File: config.mk
export PLATFORM = sky130hd
export DESIGN_NAME = e1_ts0_rx_extract
export DESIGN_NICKNAME = d
export VERILOG_FILES = /design/src/rtl/e1_ts0_pkg.sv /design/src/rtl/e1_sa_capture.sv /design/src/rtl/e1_dl_extract.sv /design/src/rtl/e1_ts0_rx_extract.sv
export SDC_FILE = /design/constraint.sdc
export NUM_CORES = 1
export LEC_CHECK = 0
export BUFFER_PORTS_ARGS = -buffer_cell sky130_fd_sc_hd__buf_4
export CAP_MARGIN = 40
export CORE_MARGIN = 4
export CORE_UTILIZATION = 58
export CTS_CLUSTER_SIZE = 20
export DETAILED_ROUTE_END_ITERATION = 8
export PLACE_DENSITY = 0.78
export REMOVE_ABC_BUFFERS = 1
export SYNTH_ARGS = -nofsm -noshare
export SYNTH_HDL_FRONTEND = slang
export SYNTH_SLANG_ARGS = --single-unit
export TNS_END_PERCENT = 1
File: constraint.sdc
create_clock -name clk_i -period 1.9 [get_ports clk_i]
set_input_delay 0 -clock clk_i [delete_from_list [all_inputs] [get_ports clk_i]]
set_output_delay 0 -clock clk_i [all_outputs]
set_load 0.05 [all_outputs]
File: src/rtl/e1_ts0_pkg.sv
package e1_ts0_pkg;
  localparam int TS_W      = 8;
  localparam int SA_NUM    = 5;
  localparam int SA_FIRST  = 4;                    // line bit number of first Sa
  localparam int MF_FRAMES = 16;
  localparam int FN_W      = $clog2(MF_FRAMES);
  localparam int SLOTS     = MF_FRAMES / 2;        // odd frames per multiframe
  localparam int SLOT_W    = FN_W - 1;
  localparam int ADDR_W    = 3;
  localparam int STAT_ADDR = SA_NUM;

  typedef logic [TS_W-1:0]  sa_byte_t;
  typedef logic [SA_NUM-1:0] sa_vec_t;
endpackage

File: src/rtl/e1_sa_capture.sv
module e1_sa_capture
  import e1_ts0_pkg::*;
(
  input  logic                  clk_i,
  input  logic                  rst_ni,
  input  logic                  valid_i,
  input  logic [FN_W-1:0]       frame_i,
  input  sa_vec_t               sa_i,
  input  logic                  stat_clr_i,
  output sa_byte_t [SA_NUM-1:0] bytes_o,
  output logic                  status_o
);
  sa_byte_t [SA_NUM-1:0] shadow_q, shadow_d, bytes_q;
  logic                  status_q;
  logic                  odd_w, mf_evt;
  logic [SLOT_W-1:0]     bit_pos;

  assign odd_w   = valid_i && frame_i[0];
  assign mf_evt  = valid_i && (frame_i == FN_W'(MF_FRAMES-1));
  assign bit_pos = SLOT_W'(SLOTS-1) - frame_i[FN_W-1:1];

  for (genvar k = 0; k < SA_NUM; k++) begin : g_sa
    always_comb begin
      shadow_d[k] = shadow_q[k];
      if (odd_w) shadow_d[k][bit_pos] = sa_i[k];
    end
  end

  always_ff @(posedge clk_i or negedge rst_ni) begin
    if (!rst_ni) begin
      shadow_q <= '0;
      bytes_q  <= '0;
      status_q <= 1'b0;
    end else begin
      shadow_q <= shadow_d;
      if (mf_evt) bytes_q <= shadow_d;
      if (mf_evt) status_q <= 1'b1;
      else if (stat_clr_i) status_q <= 1'b0;
    end
  end

  assign bytes_o  = bytes_q;
  assign status_o = status_q;

  assert_bytes_hold_R4: assert property (@(posedge clk_i) disable iff (!rst_ni)
    !mf_evt |=> $stable(bytes_q));
  assert_status_src_R5: assert property (@(posedge clk_i) disable iff (!rst_ni)
    $rose(status_q) |-> $past(valid_i && frame_i == FN_W'(MF_FRAMES-1)));
  assert_status_clr_R5: assert property (@(posedge clk_i) disable iff (!rst_ni)
    (stat_clr_i && !mf_evt) |=> !status_q);
endmodule

File: src/rtl/e1_dl_extract.sv
module e1_dl_extract
  import e1_ts0_pkg::*;
#(
  parameter int DL_HALF = 1000
) (
  input  logic    clk_i,
  input  logic    rst_ni,
  input  logic    valid_i,
  input  logic    odd_i,
  input  sa_vec_t sa_i,
  input  sa_vec_t sel_i,
  output logic    dl_clk_o,
  output logic    dl_data_o
);
  localparam int CNT_W = (DL_HALF > 1) ? $clog2(DL_HALF) : 1;

  logic [CNT_W-1:0] cnt_q;
  logic             clk_q, hold_q, data_q;
  logic             wrap, fall;

  assign wrap = (cnt_q == CNT_W'(DL_HALF-1));
  assign fall = wrap && clk_q;

  always_ff @(posedge clk_i or negedge rst_ni) begin
    if (!rst_ni) begin
      cnt_q  <= '0;
      clk_q  <= 1'b0;
      hold_q <= 1'b0;
      data_q <= 1'b0;
    end else begin
      cnt_q <= wrap ? '0 : cnt_q + 1'b1;
      if (wrap) clk_q <= ~clk_q;
      if (valid_i && odd_i) hold_q <= |(sa_i & sel_i);  // latest bit wins on slip
      if (fall) data_q <= hold_q;
    end
  end

  assign dl_clk_o  = clk_q;
  assign dl_data_o = data_q;

  assert_data_on_fall_R10: assert property (@(posedge clk_i) disable iff (!rst_ni)
    !$stable(data_q) |-> $fell(clk_q));
  assert_sel_onehot_R8: assert property (@(posedge clk_i) disable iff (!rst_ni)
    $onehot0(sel_i));
  assert_clk_edges_R9: assert property (@(posedge clk_i) disable iff (!rst_ni)
    !$stable(clk_q) |-> $past(wrap));
endmodule

File: src/rtl/e1_ts0_rx_extract.sv
module e1_ts0_rx_extract
  import e1_ts0_pkg::*;
#(
  parameter int DL_HALF = 1000
) (
  input  logic              clk_i,
  input  logic              rst_ni,
  input  logic              ts0_valid_i,
  input  logic [TS_W-1:0]   ts0_data_i,
  input  logic [FN_W-1:0]   frame_num_i,
  input  logic [SA_NUM-1:0] dl_sel_i,
  input  logic              irq_mask_i,
  input  logic              rd_en_i,
  input  logic [ADDR_W-1:0] rd_addr_i,
  output logic [TS_W-1:0]   rd_data_o,
  output logic              mf_status_o,
  output logic              irq_o,
  output logic              dl_clk_o,
  output logic              dl_data_o
);
  sa_vec_t               sa_vec;
  sa_byte_t [SA_NUM-1:0] bytes;
  sa_byte_t              rd_mux, rd_q;
  logic                  status, stat_clr;
  logic                  unused_align;

  assign unused_align = ^ts0_data_i[TS_W-1:SA_FIRST+1];

  // line bit n sits at ts0_data_i[TS_W-n]
  for (genvar k = 0; k < SA_NUM; k++) begin : g_sa_map
    assign sa_vec[k] = ts0_data_i[TS_W - (SA_FIRST + k)];
  end

  assign stat_clr = rd_en_i && (rd_addr_i == ADDR_W'(STAT_ADDR));

  e1_sa_capture u_cap (
    .clk_i      (clk_i),
    .rst_ni     (rst_ni),
    .valid_i    (ts0_valid_i),
    .frame_i    (frame_num_i),
    .sa_i       (sa_vec),
    .stat_clr_i (stat_clr),
    .bytes_o    (bytes),
    .status_o   (status)
  );

  e1_dl_extract #(.DL_HALF(DL_HALF)) u_dl (
    .clk_i     (clk_i),
    .rst_ni    (rst_ni),
    .valid_i   (ts0_valid_i),
    .odd_i     (frame_num_i[0]),
    .sa_i      (sa_vec),
    .sel_i     (dl_sel_i),
    .dl_clk_o  (dl_clk_o),
    .dl_data_o (dl_data_o)
  );

  always_comb begin
    rd_mux = '0;
    for (int k = 0; k < SA_NUM; k++)
      if (rd_addr_i == ADDR_W'(k)) rd_mux = bytes[k];
    if (rd_addr_i == ADDR_W'(STAT_ADDR)) rd_mux = {{(TS_W-1){1'b0}}, status};
  end

  always_ff @(posedge clk_i or negedge rst_ni) begin
    if (!rst_ni)      rd_q <= '0;
    else if (rd_en_i) rd_q <= rd_mux;
  end

  assign rd_data_o   = rd_q;
  assign mf_status_o = status;
  assign irq_o       = status & irq_mask_i;

  assert_rd_hold_R7: assert property (@(posedge clk_i) disable iff (!rst_ni)
    !rd_en_i |=> $stable(rd_data_o));
endmodule

==> key figures, run 1 <==
STA
  – Setup TNS: 0 ps
  – Slew Limit Fails: 0
  – Fmax: 615 MHz
  – Part of the cycle the worst path needs: 85.6%
  – Setup Skew: 7.82 ps
  – Worst Tran Pin Value: 640 ps
  – Final hold violations: 0
  – Crit path time final: 1630 ps
  – Unrepaired setup endpoints after global routing: false
  – Hold slack: 56.6 ps
  – Setup ws final: 274 ps
  – Relative max-transition margin: 57.3%
  – Final setup vio count: 0

Logic synthesis
  – Synth top area cells: dfrtp_1, o21ai_0, nand2_1, a221oi_1, a21oi_1
  – Synth warnings: 0
  – Post-synth top area share: 59.6%
  – Sequential area share after synthesis: 59.6%
  – Post-synth EDFFs: 0
  – Avg Cell Area, Syn: 9.90 µm²
  – Synth Instances: 411
  – Synth Flop Type: dfrtp_1
  – Syn Std Cell Area: 4070 µm²
  – Async set or reset register ratio after synthesis: 100%
  – Flops & latches, synth: 97
  – Number of different library cells in the post-synthesis netlist: 41
  – Area leader, netlist: dfrtp_1

Final layout
  – Antenna diodes: 0
  – Layout cells sized above 1: 15.8%
  – Final nets: 477
  – Area grow syn2layout: 16.3%

Floorplan
  – Die area: 8420 µm²
  – Die Width: 91.8 µm
  – Rows: 30
  – Initial core utilization: 59.9%
  – Core ar.: 6790 µm²
  – I/O pin total: 37
  – Die H: 91.8 µm

Worst setup path
  – Worst Path Arrival: 1890 ps
  – R2R setup slack: 270 ps
  – Slowest CP cell: dfrtp_1
  – RR Endpoint: u_dl.cnt_q[1]
  – Critical Path, Cell by Cell: ha_1 -> nand2_2 -> nor4_4 -> buf_4 -> and2b_2
  – Slowest stage delay, CP: 410 ps
  – Setup CP Type: reg2reg
  – Critical Path RT: 2160 ps
  – Worst reg2reg path startpoint: u_dl.cnt_q[0]
  – R2R cell count: 5
  – CP endpoint kind: flop
  – Worst-path fanout max: 8
  – Type of origin of the critical path: flop

Clock tree
  – # H-tree levels: 3
  – Clock transition at the registers of the reported paths: 90 ps
  – Root Buffer: clkbuf_8
  – Clock sink count: 97
  – Num CTS Buffers: 9
  – CTS max path bufs: 2
  – Clk_lat worst skew: 360 ps
  – PostCTS Resize Cnt: 0
  – Post-CTS Setup Bufs: 0
  – CTS tree: done

Detailed routing
  – Drt drc: 0
  – Via count: 3160
  – Drt first-iter violations: 198
  – Length of the first detailed-routing pass in iterations: 6
  – Routed length per instance: 16.2 µm
  – DRT antenna net count: 0
  – Via density: 5.72
  – Post-detailed-routing wire length: 8930 µm

Global routing
  – Total GRT Usage: 22.9%
  – First-pass GRT wire length: 15200 µm
  – Grt total ovfl: 0
  – Vias in the first global route: 3105
  – Initial antenna violation count: 0
  – Largest net degree at the start of global routing: 77

Pwr
  – Pleak: 2.22 nW
  – Maximum VDD drop: 559 µV
  – Power Total: 4.64 mW
  – Cell Pwr Density: 981 nW/µm²

Run
  – Max cap viols: 0

Hold path
  – Hold WC Path Type: in2reg
  – Min-delay src: rd_addr_i[2]
  – Hold worst-path end: rd_data_o[5]
  – Hold path depth: 4

Outcome
  – Status: finished clean

Placement
  – Post-Place Setup Slack: 285 ps
  – Routability cong.: 0.769
  – Port Buffer Count: 33
  – Dpl hpwl: 5930 µm
per-stage QoR:
stage | area (µm²) | instances | utilization [%]
after floorplan | 3990 | 392 | -
after global placement | 4450 | 527 | 65.5
after detailed placement | 4450 | 527 | 65.5
after CTS | 4730 | 552 | 69.7
after global routing | 4730 | 552 | 69.7
final | 4730 | 552 | 69.7
Yosys cell counts (2+ instances only):
cell      instances
a21o_1            4
nor2_1           15
and2_1            2
and3_1            3
nand2b_1          6
a21oi_1          18
nand2_2           2
inv_1             7
xor2_1            3
buf_2             4
mux2_2            8
nand2_1          98
a221oi_1         14
dfrtp_1          97
a31oi_1           2
nand3_1           6
o21ai_0          80
nor3_1            3
o31ai_1           2
or3_1             2
clkbuf_1         13
nor2b_1           3
power breakdown:
group / internal, mW / switching (mW) / total [mW]
logic: 0.283 / 0.445 / 0.727
clock network: 0.609 / 0.726 / 1.33
registers: 2.42 / 0.163 / 2.58
total: 3.31 / 1.33 / 4.64
worst max-delay path by stage:
stage	startpoint	to	slack, ps	cells past startpoint
after floorplan	frame_num_i[3]	u_cap.bytes_o[17]	-30	3
after global placement	u_dl.cnt_q[0]	u_dl.cnt_q[1]	320	5
after detailed placement	u_dl.cnt_q[0]	u_dl.cnt_q[1]	290	5
after CTS	u_dl.cnt_q[0]	u_dl.cnt_q[1]	260	5
after global routing	u_dl.cnt_q[0]	u_dl.cnt_q[1]	170	5
final	u_dl.cnt_q[0]	u_dl.cnt_q[1]	270	5
sequential cells by signal (all words and copies together), names as in the netlist:
name	flops
u_cap.status_o	1
u_dl.dl_clk_o	1
u_cap.bytes_o	40
u_dl.hold_q	1
u_cap.shadow_q	35
u_dl.cnt_q	10
rd_data_o	8
u_dl.dl_data_o	1
cell usage in the layout, fill, tap and decap left out, types with 3 or more instances in the layout:
cell type | netlist | layout
nand2_1 | 98 | 98
dfrtp_1 | 97 | 97
o21ai_0 | 80 | 80
buf_4 | 0 | 36
a21oi_1 | 18 | 18
nor2_1 | 15 | 15
a221oi_1 | 14 | 14
clkbuf_8 | 0 | 9
dlygate4sd3_1 | 0 | 9
mux2_2 | 8 | 8
inv_1 | 7 | 7
nand2b_1 | 6 | 6
nand3_1 | 6 | 5
a21o_1 | 4 | 4
xor2_1 | 3 | 3
nor2b_1 | 3 | 3
and3_1 | 3 | 3
nor3_1 | 3 | 3
clkinv_2 | 0 | 3
buf_12 | 0 | 3
layout make-up:
class,instances,area [µm²]
flip-flops and latches,97,2430
clock buffers,9,124
well taps,96,120
multi-input cells,287,1540
clock inverters,7,70.1
inverters,8,30.0
repair buffers,48,420
fillers,542,2060
critical path, delay by kind of cell (launching register included):
kind                       cells  cell delay [ps]
DFF                            1              410
buffers and inverters          1              200
adders and majority gates      1              240
and+or+nand+nor                3              680
logic make-up after synthesis:
| logic type | share of synthesized area, % |
|---|---|
| adder cells (fa/ha/maj) | 0.307 |
| XOR/XNOR | 0.861 |
| multiplexers | 2.83 |
| buffers and inverters | 2.64 |
| flip-flops | 59.6 |
| AO/OA/AOI/OAI | 17.1 |
| AND/OR/NAND/NOR | 16.6 |
layer usage:
metal  track usage [%]  routed length [µm]  vias to the layer above  share of wire, %
li1                  -                   -                     1508                 -
met1              31.6                4100                     1535                46
met3              4.84                 487                        9               5.5
met5                 0                   0                        -                 0
met4              9.16                 140                        0               1.6
met2              35.6                4210                      108                47
timing repair:
item / in CTS / in global routing
setup endpoints to repair: 0 / 0
endpoints found under the hold margin: 61 / 0
hold buffers: 9 / 0
Note: power is estimated with default switching activity, not from simulation.
==> run 2, diff against run 1 <==
--- a/config.mk
+++ b/config.mk
@@ -11,8 +11,8 @@
 export CORE_UTILIZATION = 58
 export CTS_CLUSTER_SIZE = 20
 export DETAILED_ROUTE_END_ITERATION = 8
+export GPL_TIMING_DRIVEN = 0
 export PLACE_DENSITY = 0.78
-export REMOVE_ABC_BUFFERS = 1
 export SYNTH_ARGS = -nofsm -noshare
 export SYNTH_HDL_FRONTEND = slang
 export SYNTH_SLANG_ARGS = --single-unit
==> run 2 against run 1 <==
Die area unchanged. Clock power decreased by 15%. Combinational power about the same. Sequential cell count unchanged. Non-clock buffer count increased by 10. Total power decreased by 4.4%. Fmax decreased by 5.1%. Hold slack got worse by 8.5 ps. Design area decreased by 1.1%. Core utilization decreased by 0.74 points. Largest cell class unchanged. Highest routed layer unchanged.
==> key figures, run 2 (synthesis results as in run 1) <==
Final layout
  – Max reg flops: 40 (unchanged)
  – Fill count: 513 (-5.4%)
  – Leading cell type in the layout, fill and taps excluded: nand2_1
  – Antenna diodes: 0 (unchanged)
  – Most frequent cells in the layout: nand2_1, dfrtp_1, o21ai_0, buf_4, a21oi_1
  – Layout cells sized above 1: 14.2% (-1.6 points)
  – FF+latch area: 2430 µm² (unchanged)
  – Layout Utilization: 68.9% (-0.74 points)
  – Multi-input gate area: 1540 µm² (-0.33%)
  – Area grow syn2layout: 15.0%
  – Final nets: 487 (+2.1%)

Detailed routing
  – Via density: 5.64 (-1.6%)
  – Routed length per instance: 16.4 µm (+1.3%)
  – Post-detailed-routing wire length: 9180 µm (+2.7%)
  – Length of the first detailed-routing pass in iterations: 5 (-1)
  – Drt drc: 0 (unchanged)
  – Via count: 3156 (-0.13%)
  – Drt first-iter violations: 187 (-5.6%)
  – DRT antenna net count: 0 (unchanged)

STA
  – Setup Skew: 12.1 ps (+4.29 ps)
  – Relative max-transition margin: 62.6% (+5.2 points)
  – Final setup vio count: 0 (unchanged)
  – Unrepaired setup endpoints after global routing: false
  – Worst Tran Pin Value: 562 ps (-78.6 ps)
  – Final hold violations: 0 (unchanged)
  – Setup TNS: 0 ps (unchanged)
  – Fmax: 584 MHz (-5.1%)
  – Slew Limit Fails: 0 (unchanged)
  – Crit path time final: 1710 ps (+87.5 ps)
  – Part of the cycle the worst path needs: 90.2% (+4.6 points)

Worst setup path
  – Worst Path Arrival: 1960 ps (+70 ps)
  – CP endpoint kind: flop
  – Type of origin of the critical path: flop
  – R2R setup slack: 190 ps (-90 ps)
  – CP startpoint: u_dl.cnt_q[0]
  – Worst-path fanout max: 8 (unchanged)
  – Setup CP Type: reg2reg
  – Critical Path RT: 2140 ps (-20 ps)
  – Worst reg2reg path startpoint: u_dl.cnt_q[0]

Clock tree
  – CTS max path bufs: 2 (unchanged)
  – PostCTS Resize Cnt: 0 (unchanged)
  – # H-tree levels: 3 (unchanged)
  – CTS tree: done
  – Num CTS Buffers: 9 (unchanged)
  – Clk_lat worst skew: 350 ps (about the same)
  – Clock transition at the registers of the reported paths: 90 ps (about the same)
  – Root Buffer: clkbuf_8
  – Clock sink count: 97 (unchanged)

Pwr
  – Switching part of the total: 28.9% (+0.20 points)
  – Sw power: 1.28 mW (-3.7%)
  – Cell Pwr Density: 947 nW/µm² (-3.4%)
  – Sequential share of power: 58.0% (+2.4 points)
  – Maximum VDD drop: 482 µV (-14%)
  – Comb power frac: 16.4% (+0.7 points)
  – Internal power: 3.15 mW (-4.7%)
  – Pleak: 2.18 nW (-1.4%)
  – Clock power frac: 25.6% (-3.2 points)

Placement
  – Routability cong.: 0.856 (+11%)
  – Dpl hpwl: 6420 µm (+8.3%)
  – Port Buffer Count: 29 (-12%)

Hold path
  – Hold WC Path Type: in2reg
  – Min-delay src: rd_en_i

Run
  – Max cap viols: 0 (unchanged)

Global routing
  – Met3 Use GR: 7.38% (+2.5 points)
  – Grt met1 use: 30.4% (-1.3 points)
  – Most crowded layer after global routing: met2
  – Initial antenna violation count: 0 (unchanged)
  – Global routing usage on met2: 37.4% (+1.8 points)
  – Vias in the first global route: 3214 (+3.5%)
  – Grt total ovfl: 0 (unchanged)
  – First-pass GRT wire length: 15600 µm (+2.7%)
  – Largest net degree at the start of global routing: 58 (-25%)
  – Total GRT Usage: 23.9% (+0.95 points)

Floorplan
  – Die H: 91.8 µm (unchanged)
  – Rows: 30 (unchanged)
  – Core ar.: 6790 µm² (unchanged)
  – Die Width: 91.8 µm (unchanged)
  – I/O pin total: 37 (unchanged)
  – Initial core utilization: 59.9% (unchanged)
  – Die area: 8420 µm² (unchanged)

Outcome
  – Status: finished clean

Logic synthesis
  – Synth Net Count: 437
[run 2: cell types whose count changed in the layout (fill, tap and decap cells not counted)]
cell / before / now
buf_16: 0 / 1
inv_6: 1 / 0
buf_1: 0 / 1
buf_2: 0 / 4
clkbuf_1: 0 / 13
buf_12: 3 / 0
clkbuf_2: 0 / 1
buf_4: 36 / 30
clkinv_2: 3 / 2
dlygate4sd3_1: 9 / 8
nand3_2: 1 / 0
bufinv_16: 1 / 0
nand3_1: 5 / 6
clkinv_4: 1 / 2
[run 2: final cells by class]
cell class	count	share of cell area [%]
Clock inverter	5	0.748
Sequential cell	97	51.8
Tap cell	96	2.57
Buffer	19	1.66
Clock buffer	9	2.65
Timing Repair Buffer	39	7.11
Multi-Input combinational cell	287	32.8
Inverter	8	0.641
[run 2: critical path, cell delays in order (launching register included)]
cell     delay (ps)
dfrtp_1         420
ha_1            250
nand2_2         150
nor4_4          220
buf_4           190
nand2_2          60
mux2_4          290
[run 2: final timing paths]
| kind | cells past startpoint | to |
|---|---|---|
| setup / recovery | 6 | u_dl.dl_data_o |
| hold / removal | 3 | rd_data_o[3] |
| setup reg to reg | 6 | u_dl.dl_data_o |
| hold reg to reg | 2 | u_cap.bytes_o[0] |
| max in group asynchronous | 3 | u_cap.bytes_o[17] |
| min in group asynchronous | 2 | u_cap.bytes_o[24] |
[run 2: per-stage QoR]
step                std cells  setup slack [ps]  hold WS (ps)  instance area [µm²]  total power, mW
global placement          536               119           217                 4410             3.27
CTS                       559              31.4          34.4                 4670             4.47
detailed placement        537              51.6          19.0                 4440             3.33
finish                    560               186          48.1                 4680             4.44
global route              560              97.2          63.7                 4680             4.70
floorplan                 411               262          -296                 4070             3.04
[run 2: what timing repair did]
item / in CTS / in global routing
setup endpoints to repair: 0 / 1
buffers inserted: 0 / 1
hold endpoints to repair: 46 / 0
hold buffers: 8 / 0
[run 2: per-layer routing]
metal  vias to the layer above  wire length [µm]
met4                         0               184
li1                       1528                 -
met3                        22               575
met5                         -                 0
met1                      1505              4130
met2                       101              4290
[run 2: power by group through the flow]
stage / Clock (mW) / Combinational [mW] / Sequential, mW
floorplan: 0 / 0.400 / 2.64
global placement: 0 / 0.674 / 2.60
detailed placement: 0 / 0.713 / 2.61
CTS: 1.16 / 0.733 / 2.57
global route: 1.26 / 0.835 / 2.61
finish: 1.13 / 0.730 / 2.57
